<file path="config.mk">
export PLATFORM = sky130hd
export DESIGN_NAME = codec_pwr_seq
export DESIGN_NICKNAME = d
export VERILOG_FILES = /design/src/rtl/codec_pwr_pkg.sv /design/src/rtl/codec_pwr_prog.sv /design/src/rtl/codec_pwr_shadow.sv /design/src/rtl/codec_pwr_settle.sv /design/src/rtl/codec_pwr_seq.sv
export SDC_FILE = /design/constraint.sdc
export NUM_CORES = 1
export LEC_CHECK = 0
export BUFFER_PORTS_ARGS = -buffer_cell sky130_fd_sc_hd__buf_2
export CAP_MARGIN = 30
export CORE_MARGIN = 1.5
export CORE_UTILIZATION = 50
export DETAILED_ROUTE_END_ITERATION = 8
export PLACE_DENSITY = 0.68
export SLEW_MARGIN = 20
export SYNTH_ARGS = -nofsm -noshare
export SYNTH_HDL_FRONTEND = slang
export SYNTH_SLANG_ARGS = --single-unit
export TNS_END_PERCENT = 5
</file>
<file path="constraint.sdc">
create_clock -name clk_i -period 7.2 [get_ports clk_i]
set_input_delay 1.44 -clock clk_i [delete_from_list [all_inputs] [get_ports clk_i]]
set_output_delay 1.44 -clock clk_i [all_outputs]
set_load 0.02 [all_outputs]
</file>
<file path="src/rtl/codec_pwr_pkg.sv">
package codec_pwr_pkg;

  localparam int ADDR_W = 7;
  localparam int DATA_W = 9;
  localparam int IDX_W  = 3;

  localparam logic [ADDR_W-1:0] ADDR_APATH = 7'h04;
  localparam logic [ADDR_W-1:0] ADDR_DPATH = 7'h05;
  localparam logic [ADDR_W-1:0] ADDR_PWR   = 7'h06;

  localparam logic [DATA_W-1:0] APATH_DAC_SEL = 9'h010;
  localparam logic [DATA_W-1:0] DPATH_MUTE    = 9'h008;
  localparam logic [DATA_W-1:0] PD_LINE       = 9'h001;
  localparam logic [DATA_W-1:0] PD_DAC        = 9'h008;
  localparam logic [DATA_W-1:0] PD_OUT        = 9'h010;
  localparam logic [DATA_W-1:0] PD_OSC        = 9'h020;
  localparam logic [DATA_W-1:0] PD_CLKO       = 9'h040;
  localparam logic [DATA_W-1:0] PD_DEV        = 9'h080;

  typedef enum logic [1:0] {
    REQ_ACTIVE  = 2'd0,
    REQ_STANDBY = 2'd1,
    REQ_OFF     = 2'd2,
    REQ_NOISE   = 2'd3
  } req_e;

  typedef enum logic [1:0] {
    ST_ACTIVE  = 2'd0,
    ST_STANDBY = 2'd1,
    ST_OFF     = 2'd2
  } pstate_e;

  typedef enum logic [2:0] {
    OP_MUTE,
    OP_DESEL,
    OP_PWR_DEV_OFF,
    OP_PWR_TGT,
    OP_SETTLE,
    OP_UNMUTE,
    OP_SEL,
    OP_END
  } op_e;

  typedef enum logic [1:0] {
    S_IDLE,
    S_STEP,
    S_SEND,
    S_WAIT
  } fsm_e;

  typedef struct packed {
    logic [ADDR_W-1:0] addr;
    logic [DATA_W-1:0] data;
  } cmd_t;

endpackage

</file>
<file path="src/rtl/codec_pwr_prog.sv">
module codec_pwr_prog
  import codec_pwr_pkg::*;
(
  input  req_e             kind_i,
  input  logic [IDX_W-1:0] idx_i,
  output op_e              op_o
);

  always_comb begin
    op_o = OP_END;
    unique case (kind_i)
      REQ_ACTIVE: begin
        unique case (idx_i)
          3'd0:    op_o = OP_PWR_TGT;
          3'd1:    op_o = OP_SETTLE;
          3'd2:    op_o = OP_UNMUTE;
          3'd3:    op_o = OP_SEL;
          default: op_o = OP_END;
        endcase
      end
      REQ_STANDBY: begin
        unique case (idx_i)
          3'd0:    op_o = OP_MUTE;
          3'd1:    op_o = OP_DESEL;
          3'd2:    op_o = OP_PWR_TGT;
          default: op_o = OP_END;
        endcase
      end
      REQ_OFF: begin
        unique case (idx_i)
          3'd0:    op_o = OP_MUTE;
          3'd1:    op_o = OP_DESEL;
          3'd2:    op_o = OP_PWR_DEV_OFF;
          default: op_o = OP_END;
        endcase
      end
      REQ_NOISE: begin
        unique case (idx_i)
          3'd0:    op_o = OP_MUTE;
          3'd1:    op_o = OP_DESEL;
          3'd2:    op_o = OP_PWR_DEV_OFF;
          3'd3:    op_o = OP_PWR_TGT;
          3'd4:    op_o = OP_SETTLE;
          3'd5:    op_o = OP_UNMUTE;
          3'd6:    op_o = OP_SEL;
          default: op_o = OP_END;
        endcase
      end
      default: op_o = OP_END;
    endcase
  end

endmodule

</file>
<file path="src/rtl/codec_pwr_shadow.sv">
module codec_pwr_shadow
  import codec_pwr_pkg::*;
#(
  parameter logic [DATA_W-1:0] DPATH_RST = 9'h000,
  parameter logic [DATA_W-1:0] APATH_RST = 9'h012
) (
  input  logic              clk_i,
  input  logic              rst_ni,
  input  logic              wr_en_i,
  input  cmd_t              wr_cmd_i,
  output logic [DATA_W-1:0] pwr_o,
  output logic [DATA_W-1:0] dpath_o,
  output logic [DATA_W-1:0] apath_o
);

  logic [DATA_W-1:0] pwr_q, dpath_q, apath_q;

  always_ff @(posedge clk_i or negedge rst_ni) begin
    if (!rst_ni) begin
      pwr_q   <= '0;
      dpath_q <= DPATH_RST;
      apath_q <= APATH_RST;
    end else if (wr_en_i) begin
      unique case (wr_cmd_i.addr)
        ADDR_PWR:   pwr_q   <= wr_cmd_i.data;
        ADDR_DPATH: dpath_q <= wr_cmd_i.data;
        ADDR_APATH: apath_q <= wr_cmd_i.data;
        default: ;
      endcase
    end
  end

  assign pwr_o   = pwr_q;
  assign dpath_o = dpath_q;
  assign apath_o = apath_q;


  dac_off_quiet_chk: assert property (@(posedge clk_i) disable iff (!rst_ni)
    $rose(pwr_q[3]) |-> (dpath_q[3] && !apath_q[4]));


  out_off_quiet_chk: assert property (@(posedge clk_i) disable iff (!rst_ni)
    $rose(pwr_q[4]) |-> dpath_q[3]);

endmodule

</file>
<file path="src/rtl/codec_pwr_settle.sv">
module codec_pwr_settle #(
  parameter int CYC = 80000
) (
  input  logic clk_i,
  input  logic rst_ni,
  input  logic start_i,
  output logic done_o
);

  localparam int CYC_EFF = (CYC < 1) ? 1 : CYC;
  localparam int CNT_W   = $clog2(CYC_EFF + 1);

  logic [CNT_W-1:0] cnt_q;
  logic             run_q;

  always_ff @(posedge clk_i or negedge rst_ni) begin
    if (!rst_ni) begin
      cnt_q <= '0;
      run_q <= 1'b0;
    end else if (start_i) begin
      cnt_q <= CNT_W'(CYC_EFF - 1);
      run_q <= 1'b1;
    end else if (run_q) begin
      if (cnt_q == '0) run_q <= 1'b0;
      else             cnt_q <= cnt_q - 1'b1;
    end
  end

  assign done_o = run_q && (cnt_q == '0);

endmodule

</file>
<file path="src/rtl/codec_pwr_seq.sv">
module codec_pwr_seq
  import codec_pwr_pkg::*;
#(
  parameter int                CLK_MHZ   = 200,
  parameter int                SETTLE_US = 400,
  parameter logic [DATA_W-1:0] DPATH_RST = 9'h000,
  parameter logic [DATA_W-1:0] APATH_RST = 9'h012
) (
  input  logic              clk_i,
  input  logic              rst_ni,
  input  logic              req_valid_i,
  input  logic [1:0]        req_kind_i,
  input  logic              osc_is_sysclk_i,
  output logic              req_ready_o,
  output logic              cmd_valid_o,
  input  logic              cmd_ready_i,
  output logic [ADDR_W-1:0] cmd_addr_o,
  output logic [DATA_W-1:0] cmd_data_o,
  output logic [1:0]        pwr_state_o,
  output logic              busy_o
);

  localparam int SETTLE_CYC = CLK_MHZ * SETTLE_US;

  fsm_e              fsm_q;
  req_e              kind_q;
  logic              osc_q;
  logic [IDX_W-1:0]  idx_q;
  op_e               op;
  cmd_t              cmd_q, next_cmd;
  logic              valid_q;
  pstate_e           state_q;
  logic [DATA_W-1:0] pwr_w, dpath_w, apath_w, tgt_pwr;
  logic              accept, hs, settle_start, settle_done;

  codec_pwr_prog i_prog (
    .kind_i (kind_q),
    .idx_i  (idx_q),
    .op_o   (op)
  );

  assign hs = valid_q && cmd_ready_i;

  codec_pwr_shadow #(
    .DPATH_RST (DPATH_RST),
    .APATH_RST (APATH_RST)
  ) i_shadow (
    .clk_i    (clk_i),
    .rst_ni   (rst_ni),
    .wr_en_i  (hs),
    .wr_cmd_i (cmd_q),
    .pwr_o    (pwr_w),
    .dpath_o  (dpath_w),
    .apath_o  (apath_w)
  );

  assign settle_start = (fsm_q == S_STEP) && (op == OP_SETTLE);

  codec_pwr_settle #(
    .CYC (SETTLE_CYC)
  ) i_settle (
    .clk_i   (clk_i),
    .rst_ni  (rst_ni),
    .start_i (settle_start),
    .done_o  (settle_done)
  );

  always_comb begin
    tgt_pwr = '0;
    if (kind_q == REQ_STANDBY)
      tgt_pwr = PD_LINE | PD_DAC | PD_OUT | (osc_q ? '0 : (PD_OSC | PD_CLKO));
  end

  always_comb begin
    next_cmd = '{addr: ADDR_PWR, data: tgt_pwr};
    unique case (op)
      OP_MUTE:        next_cmd = '{addr: ADDR_DPATH, data: dpath_w | DPATH_MUTE};
      OP_DESEL:       next_cmd = '{addr: ADDR_APATH, data: apath_w & ~APATH_DAC_SEL};
      OP_PWR_DEV_OFF: next_cmd = '{addr: ADDR_PWR,   data: pwr_w | PD_DEV};
      OP_UNMUTE:      next_cmd = '{addr: ADDR_DPATH, data: dpath_w & ~DPATH_MUTE};
      OP_SEL:         next_cmd = '{addr: ADDR_APATH, data: apath_w | APATH_DAC_SEL};
      default:        next_cmd = '{addr: ADDR_PWR,   data: tgt_pwr};
    endcase
  end

  assign accept = req_valid_i && (fsm_q == S_IDLE);

  always_ff @(posedge clk_i or negedge rst_ni) begin
    if (!rst_ni) begin
      fsm_q   <= S_IDLE;
      kind_q  <= REQ_ACTIVE;
      osc_q   <= 1'b0;
      idx_q   <= '0;
      cmd_q   <= '0;
      valid_q <= 1'b0;
      state_q <= ST_ACTIVE;
    end else begin
      unique case (fsm_q)
        S_IDLE: if (accept) begin
          kind_q <= req_e'(req_kind_i);
          osc_q  <= osc_is_sysclk_i;
          idx_q  <= '0;
          fsm_q  <= S_STEP;
        end
        S_STEP: begin
          unique case (op)
            OP_SETTLE: fsm_q <= S_WAIT;
            OP_END: begin
              unique case (kind_q)
                REQ_STANDBY: state_q <= ST_STANDBY;
                REQ_OFF:     state_q <= ST_OFF;
                default:     state_q <= ST_ACTIVE;
              endcase
              fsm_q <= S_IDLE;
            end
            default: begin
              cmd_q   <= next_cmd;
              valid_q <= 1'b1;
              fsm_q   <= S_SEND;
            end
          endcase
        end
        S_SEND: if (cmd_ready_i) begin
          valid_q <= 1'b0;
          idx_q   <= idx_q + 1'b1;
          fsm_q   <= S_STEP;
        end
        S_WAIT: if (settle_done) begin
          idx_q <= idx_q + 1'b1;
          fsm_q <= S_STEP;
        end
        default: fsm_q <= S_IDLE;
      endcase
    end
  end

  assign req_ready_o = (fsm_q == S_IDLE);
  assign busy_o      = (fsm_q != S_IDLE);
  assign cmd_valid_o = valid_q;
  assign cmd_addr_o  = cmd_q.addr;
  assign cmd_data_o  = cmd_q.data;
  assign pwr_state_o = state_q;


  take_sets_busy_chk: assert property (@(posedge clk_i) disable iff (!rst_ni)
    (req_valid_i && req_ready_o) |=> busy_o);


  cmd_hold_chk: assert property (@(posedge clk_i) disable iff (!rst_ni)
    (cmd_valid_o && !cmd_ready_i) |=>
      (cmd_valid_o && $stable(cmd_addr_o) && $stable(cmd_data_o)));


  unmute_powered_chk: assert property (@(posedge clk_i) disable iff (!rst_ni)
    (cmd_valid_o && cmd_addr_o == ADDR_DPATH && !cmd_data_o[3]) |-> !pwr_w[7]);


  active_end_chk: assert property (@(posedge clk_i) disable iff (!rst_ni)
    ($fell(busy_o) && pwr_state_o == 2'd0) |-> (pwr_w == '0));

endmodule

</file>
After elaboration in Yosys (flattened, before gate mapping). Cells that the tools add are included.

Flip-flop bits (word level): 72. Input bits: 7. Output and inout port bits: 21. Logic and storage cells: 93.

Add/sub/neg operators: 2. Equal/unequal tests: 26. Mux-type cells: 27. Bitwise logic cells: 1. Reductions and logical operators: 24.

Operator list (count): $pmux W11 S5 (1); $mux W17 (3); $pmux W3 S3 (3); $pmux W3 S4 (2); $eq A3 B3 Y1 const B (7); $eq A7 B3 Y1 const B (3); $pmux W3 S7 (1); $logic_not A17 Y1 (1); $sub A17 B1 Y17 const B (1); $mux W7 (2); $reduce_and A2 Y1 (7); $eq A3 B2 Y1 const B (3); $mux W3 (3); $eq A2 B2 Y1 const B (4); $pmux W2 S2 (2); $pmux W2 S4 (1); $eq A3 B1 Y1 const B (2); $logic_not A3 Y1 (2); $mux W2 (3); $ne A2 B1 Y1 const B (3); $reduce_and A3 Y1 (2); $reduce_bool A2 Y1 (3); $mux W1 (5); $eq A2 B1 Y1 const B (2); other kinds (9) (14).

Longest topological paths before layout.
Word-level depth: 7. Depth in mapped cells: 10. Gate-level depth less buffers: 8.

By module. From an unflattened synthesis, not the netlist that was laid out.

Cell total of the unflattened synthesis: 333. Area, all modules: 3569.7 um2.

Modules (own cells, without submodules): codec_pwr_seq (instances 1, cells an instance 145, area an instance 1371.3 um2, seq. area each 575.6 um2); codec_pwr_shadow (instances 1, cells an instance 61, area an instance 1071.0 um2, seq. area each 678.2 um2); codec_pwr_settle (instances 1, cells an instance 110, area an instance 1028.5 um2, seq. area each 450.4 um2); codec_pwr_prog (instances 1, cells an instance 17, area an instance 98.8 um2, seq. area each 0.0 um2).

Worst setup path before layout. OpenSTA, ideal clock, no wires.

Kind: input to register. Start point: input cmd_ready_i. End point: register i_shadow.dpath_q[0] (netlist: i_shadow.dpath_o[0]). Library setup time: 0.125 ns. Arrival: 2.643 ns. Required time: 7.075 ns. Setup slack: 4.432 ns. Stages on the path: 3. Path buffers: 0. Cell sequence: nand3_1 > nor3b_1 > mux2_2.

Cells in the longest elaborated chain, start to end: 2.

Ends and longest elaborated chain: start: declaration (line codec_pwr_seq.sv:16) `input logic cmd_ready_i,`; $logic_and A1 B1 Y1 (line codec_pwr_seq.sv:42) `assign hs = valid_q && cmd_ready_i;`; $reduce_and A2 Y1 (no source line); end signal: assignment (line codec_pwr_shadow.sv:26) `ADDR_DPATH: dpath_q <= wr_cmd_i.data;`; end: declaration (line codec_pwr_shadow.sv:16) `logic [DATA_W-1:0] pwr_q, dpath_q, apath_q;`.

No other way between the ends. A chain may end at the register's enable or synchronous reset.

Worst setup path after layout.
Start point: register idx_q[1]. End point: register cmd_q, in the netlist cmd_data_o[4].

Cells in the longest elaborated chain, start to end: 7. Elaborated cells on any way between the ends: 23. Those cells by class: eq/ne: 12; mux: 6; bitwise: 1; reduce/logical: 4.

Ends and longest elaborated chain: start: declaration (line codec_pwr_seq.sv:28) `logic [IDX_W-1:0] idx_q;`; start signal: assignment (line codec_pwr_seq.sv:125) `idx_q <= idx_q + 1'b1;`; start signal: assignment (line codec_pwr_seq.sv:129) `idx_q <= idx_q + 1'b1;`; $eq A3 B3 Y1, or another cell as far along (line codec_pwr_prog.sv:38) `unique case (idx_i)`; $pmux W3 S7, or another cell as far along (line codec_pwr_prog.sv:38); $pmux W3 S4 * (line codec_pwr_prog.sv:11) `unique case (kind_i)`; $eq A3 B3 Y1 (line codec_pwr_seq.sv:106) `unique case (op)`; $reduce_or A2 Y1 (no source line); $not A1 Y1 (no source line); $reduce_and A2 Y1 (no source line); end signal: assignment (line codec_pwr_seq.sv:117) `cmd_q <= next_cmd;`; end: declaration (line codec_pwr_seq.sv:30) `cmd_t cmd_q, next_cmd;`.

Every way passes the cells marked *; elsewhere a longest branch is shown, timed or not.

==> impl_metrics.ini <==
[outcome]
status = completed

[placement]
port_buffers = 23
place_hpwl_um = 5004
postPlaceCellArea_um2 = 3603
gp_congestion = 0.8697

[finish]
post-route-util_pct = 56.02
layout-drive-gt1-share_pct = 23.18
multi_input_area_um2 = 1670
fillers = 580
seqCellArea_um2 = 1628
area_delta_synth_final_pct = 9.009
antenna_cells = 0
final_nets = 367
final_area_um2 = 3785

[floorplanning]
die_w_um = 86.33
num_rows = 30
die_area_um2 = 7453
die_h_um = 86.33
start_util_pct = 51.39
num_io_pins = 28
coreArea_um2 = 6756

[synth]
synth_seq_cells = 65
synth_adder_area_share_pct = 2.162
synth_ff_type = dfrtp_1
synth_compound_area_share_pct = 17.30
synthSimpleGateAreaFrac_pct = 16.54
synthesis.area_um2 = 3472
syn-instance-count = 332
synth.area.top_cells = dfrtp_1 46%, mux2_2 7.8%, nand2_1 3.0%, o21ai_0 2.9%, xnor2_1 2.5%
seq_area_frac_synth_pct = 46.88
synth-async-reset-ratio_pct = 100.0
synth_edf_count = 0
ys_types = 63
synth_top_area_cell = dfrtp_1
yosysTopAreaCellShare_pct = 46.13
ys_warn_count = 0
synth-xor-area-share_pct = 3.748
synthMuxAreaShare_pct = 7.784
synth_top_family_by_area = compound AO/OA/AOI/OAI gates
syn_avg_cell_area_um2 = 10.46

[cts]
ctsHoldBuffers = 0
htreeDepth = 3
cts_buffer_depth = 2
post_cts_buffers = 0
cts_tree = built
root_buffer = clkbuf_8
cts_resized = 0
cts.clk_slew.worst_paths_ns = 0.07
numCtsBuffers = 9
clock_latency_ns = 0.35
clock-sinks = 65

[worst_setup_path]
cp_num_cells = 8
worstPathRequired_ns = 7.43
critPathTopFamily = simple AND/OR/NAND/NOR gates
crit_fanout = 16
cp.arrival_ns = 3.44
start_kind = flip-flop
crit_type = flip-flop to flip-flop
setup.worst_path.end_class = flip-flop
cp_slowest_stage_delay_ns = 0.56
worstPathCellList = ha_1 > ha_1 > or4_1 > o32ai_2 > or2_1 > xnor2_2 > a21oi_4 > mux2_2
critPathMostFrequentCell = ha_1
r2r_cells = 8
crit_buf_inv = 0
critical_path.slowest_cell = or2_1

[drt]
drc_errors = 0
wl_met3_um = 350
num_vias = 2559
vias_per_cell = 5.842
totalWireLength_um = 7274
ant_nets = 0
wl_met2_um = 3130
highest_layer = met4
wirelength_met1_um = 3633
post_drt_wl_per_cell_um = 16.61
first_iter_violations = 214
dr.pass1.iters = 4

[sta]
finalClockSkew_ns = 0.008390
maxSlewHeadroom_pct = 45.58
fin_tns_setup_ns = 0
finalHoldViolCount = 0
finalCriticalPeriod_ns = 3.209
tightest_slew_ns = 0.8164
rsz0062_at_grt = false
drv_slew = 0
whs_ns = 0.4730
final.period_utilization_pct = 44.57
clock.fmax_ghz = 0.3116
setup_viol = 0

[pwr]
leakage_nw = 1.611
p_per_area_nw_per_um2 = 524.2
irDropWorstVdd_mv = 0.2737

[global_routing]
antenna_found_initial = 0
grt_pass1_wl_um = 12650
first_global_vias = 2470
grtUsageTotal_pct = 22.30
grt_max_degree = 66
overflow = 0

[hold_path]
min_path_type = flip-flop to flip-flop
whs_path_depth = 2

[run]
drv_cap = 0
[worst reg2reg max path, cell delays in order (launching register included)]
cell     delay [ns]
dfrtp_1        0.45
ha_1           0.21
ha_1           0.21
or4_1          0.52
o32ai_2        0.26
or2_1          0.56
xnor2_2        0.24
a21oi_4        0.28
mux2_2         0.37
[metrics by stage]
stage	setup WS [ns]	cells	power, mW
after floorplan	4.432	335	1.474
after global placement	3.931	423	1.668
after detailed placement	4.022	423	1.685
after CTS	4.012	438	1.978
after global routing	3.842	438	2.149
final	3.991	438	1.984
[logic make-up (layout without fill, tap and decap cells)]
logic type,Yosys count,count (layout)
compound gates,81,81
xor+xnor,14,14
fa+ha+maj,6,6
buf+inv,37,60
flops,65,65
mux,24,24
other cells,1,4
simple gates,104,104
[path summary, 6_finish.rpt]
kind	start	slack (ns)	endpoint
max in group asynchronous	rst_ni	5.39	i_shadow.pwr_o[2]
setup reg to reg	idx_q[1]	3.99	cmd_data_o[4]
hold reg to reg	pwr_state_o[1]	0.47	pwr_state_o[1]
hold / removal	pwr_state_o[1]	0.47	pwr_state_o[1]
setup / recovery	idx_q[1]	3.99	cmd_data_o[4]
min in group asynchronous	rst_ni	1.25	idx_q[2]
[cells in the final DEF (no fill, tap or decap), types with 2 or more instances in the layout]
cell type / instances
a211oi_1: 2
a21oi_1: 9
a221oi_1: 2
a22o_1: 2
a22oi_1: 3
a32oi_1: 6
buf_2: 23
buf_4: 2
clkbuf_8: 12
conb_1: 4
dfrtp_1: 64
ha_1: 6
inv_1: 20
mux2_2: 24
nand2_1: 28
nand2b_1: 4
nand3_1: 8
nor2_1: 23
nor2b_1: 3
nor3_1: 8
nor4_1: 4
o211ai_1: 6
o21a_1: 3
o21ai_0: 20
o21bai_1: 2
o221ai_1: 5
o22ai_1: 4
o2bb2ai_1: 2
o31ai_1: 2
o32ai_1: 2
or2_2: 2
or3_1: 4
or4_1: 6
or4_4: 2
xnor2_1: 10
xor2_1: 3
[state kept, by name, indices dropped and copies added (netlist names), 2 cells and up]
register / flops
i_shadow.dpath_o: 8
kind_q: 2
idx_q: 3
i_shadow.apath_o: 8
pwr_state_o: 2
cmd_addr_o: 3
fsm_q: 2
cmd_data_o: 9
i_settle.cnt_q: 17
i_shadow.pwr_o: 8
[where the power goes]
part	internal [mW]	switching, mW	total, mW
Sequential	0.506	0.144	0.650
Combinational	0.392	0.657	1.05
Clock	0.151	0.135	0.286
Total	1.05	0.936	1.98
[synth_stat cells (4+ instances only)]
library cell / count
o211ai_1: 6
nand2b_1: 4
o21ai_0: 20
dfrtp_1: 64
nor2_1: 23
ha_1: 6
inv_1: 20
a32oi_1: 6
buf_4: 6
mux2_2: 24
xnor2_1: 10
o22ai_1: 4
a21oi_1: 9
or3_1: 4
nor4_1: 4
nor3_1: 8
nand3_1: 8
clkbuf_1: 7
o221ai_1: 5
or4_1: 6
nand2_1: 28
[cell type report]
cell class,instances,area share (%)
clock buffer,13,4.463
clock inverter,2,0.3306
inverter,20,1.983
multi-input combinational,233,44.13
sequential,65,43.01
tap,80,2.645
timing repair buffer,25,3.438
[routing by layer]
layer	up-vias	track usage [%]
met5	-	0
met4	0	9.824
met3	13	5.524
met2	71	31.89
met1	1228	32.06
li1	1247	-
Note: power is estimated with default switching activity, not from simulation.
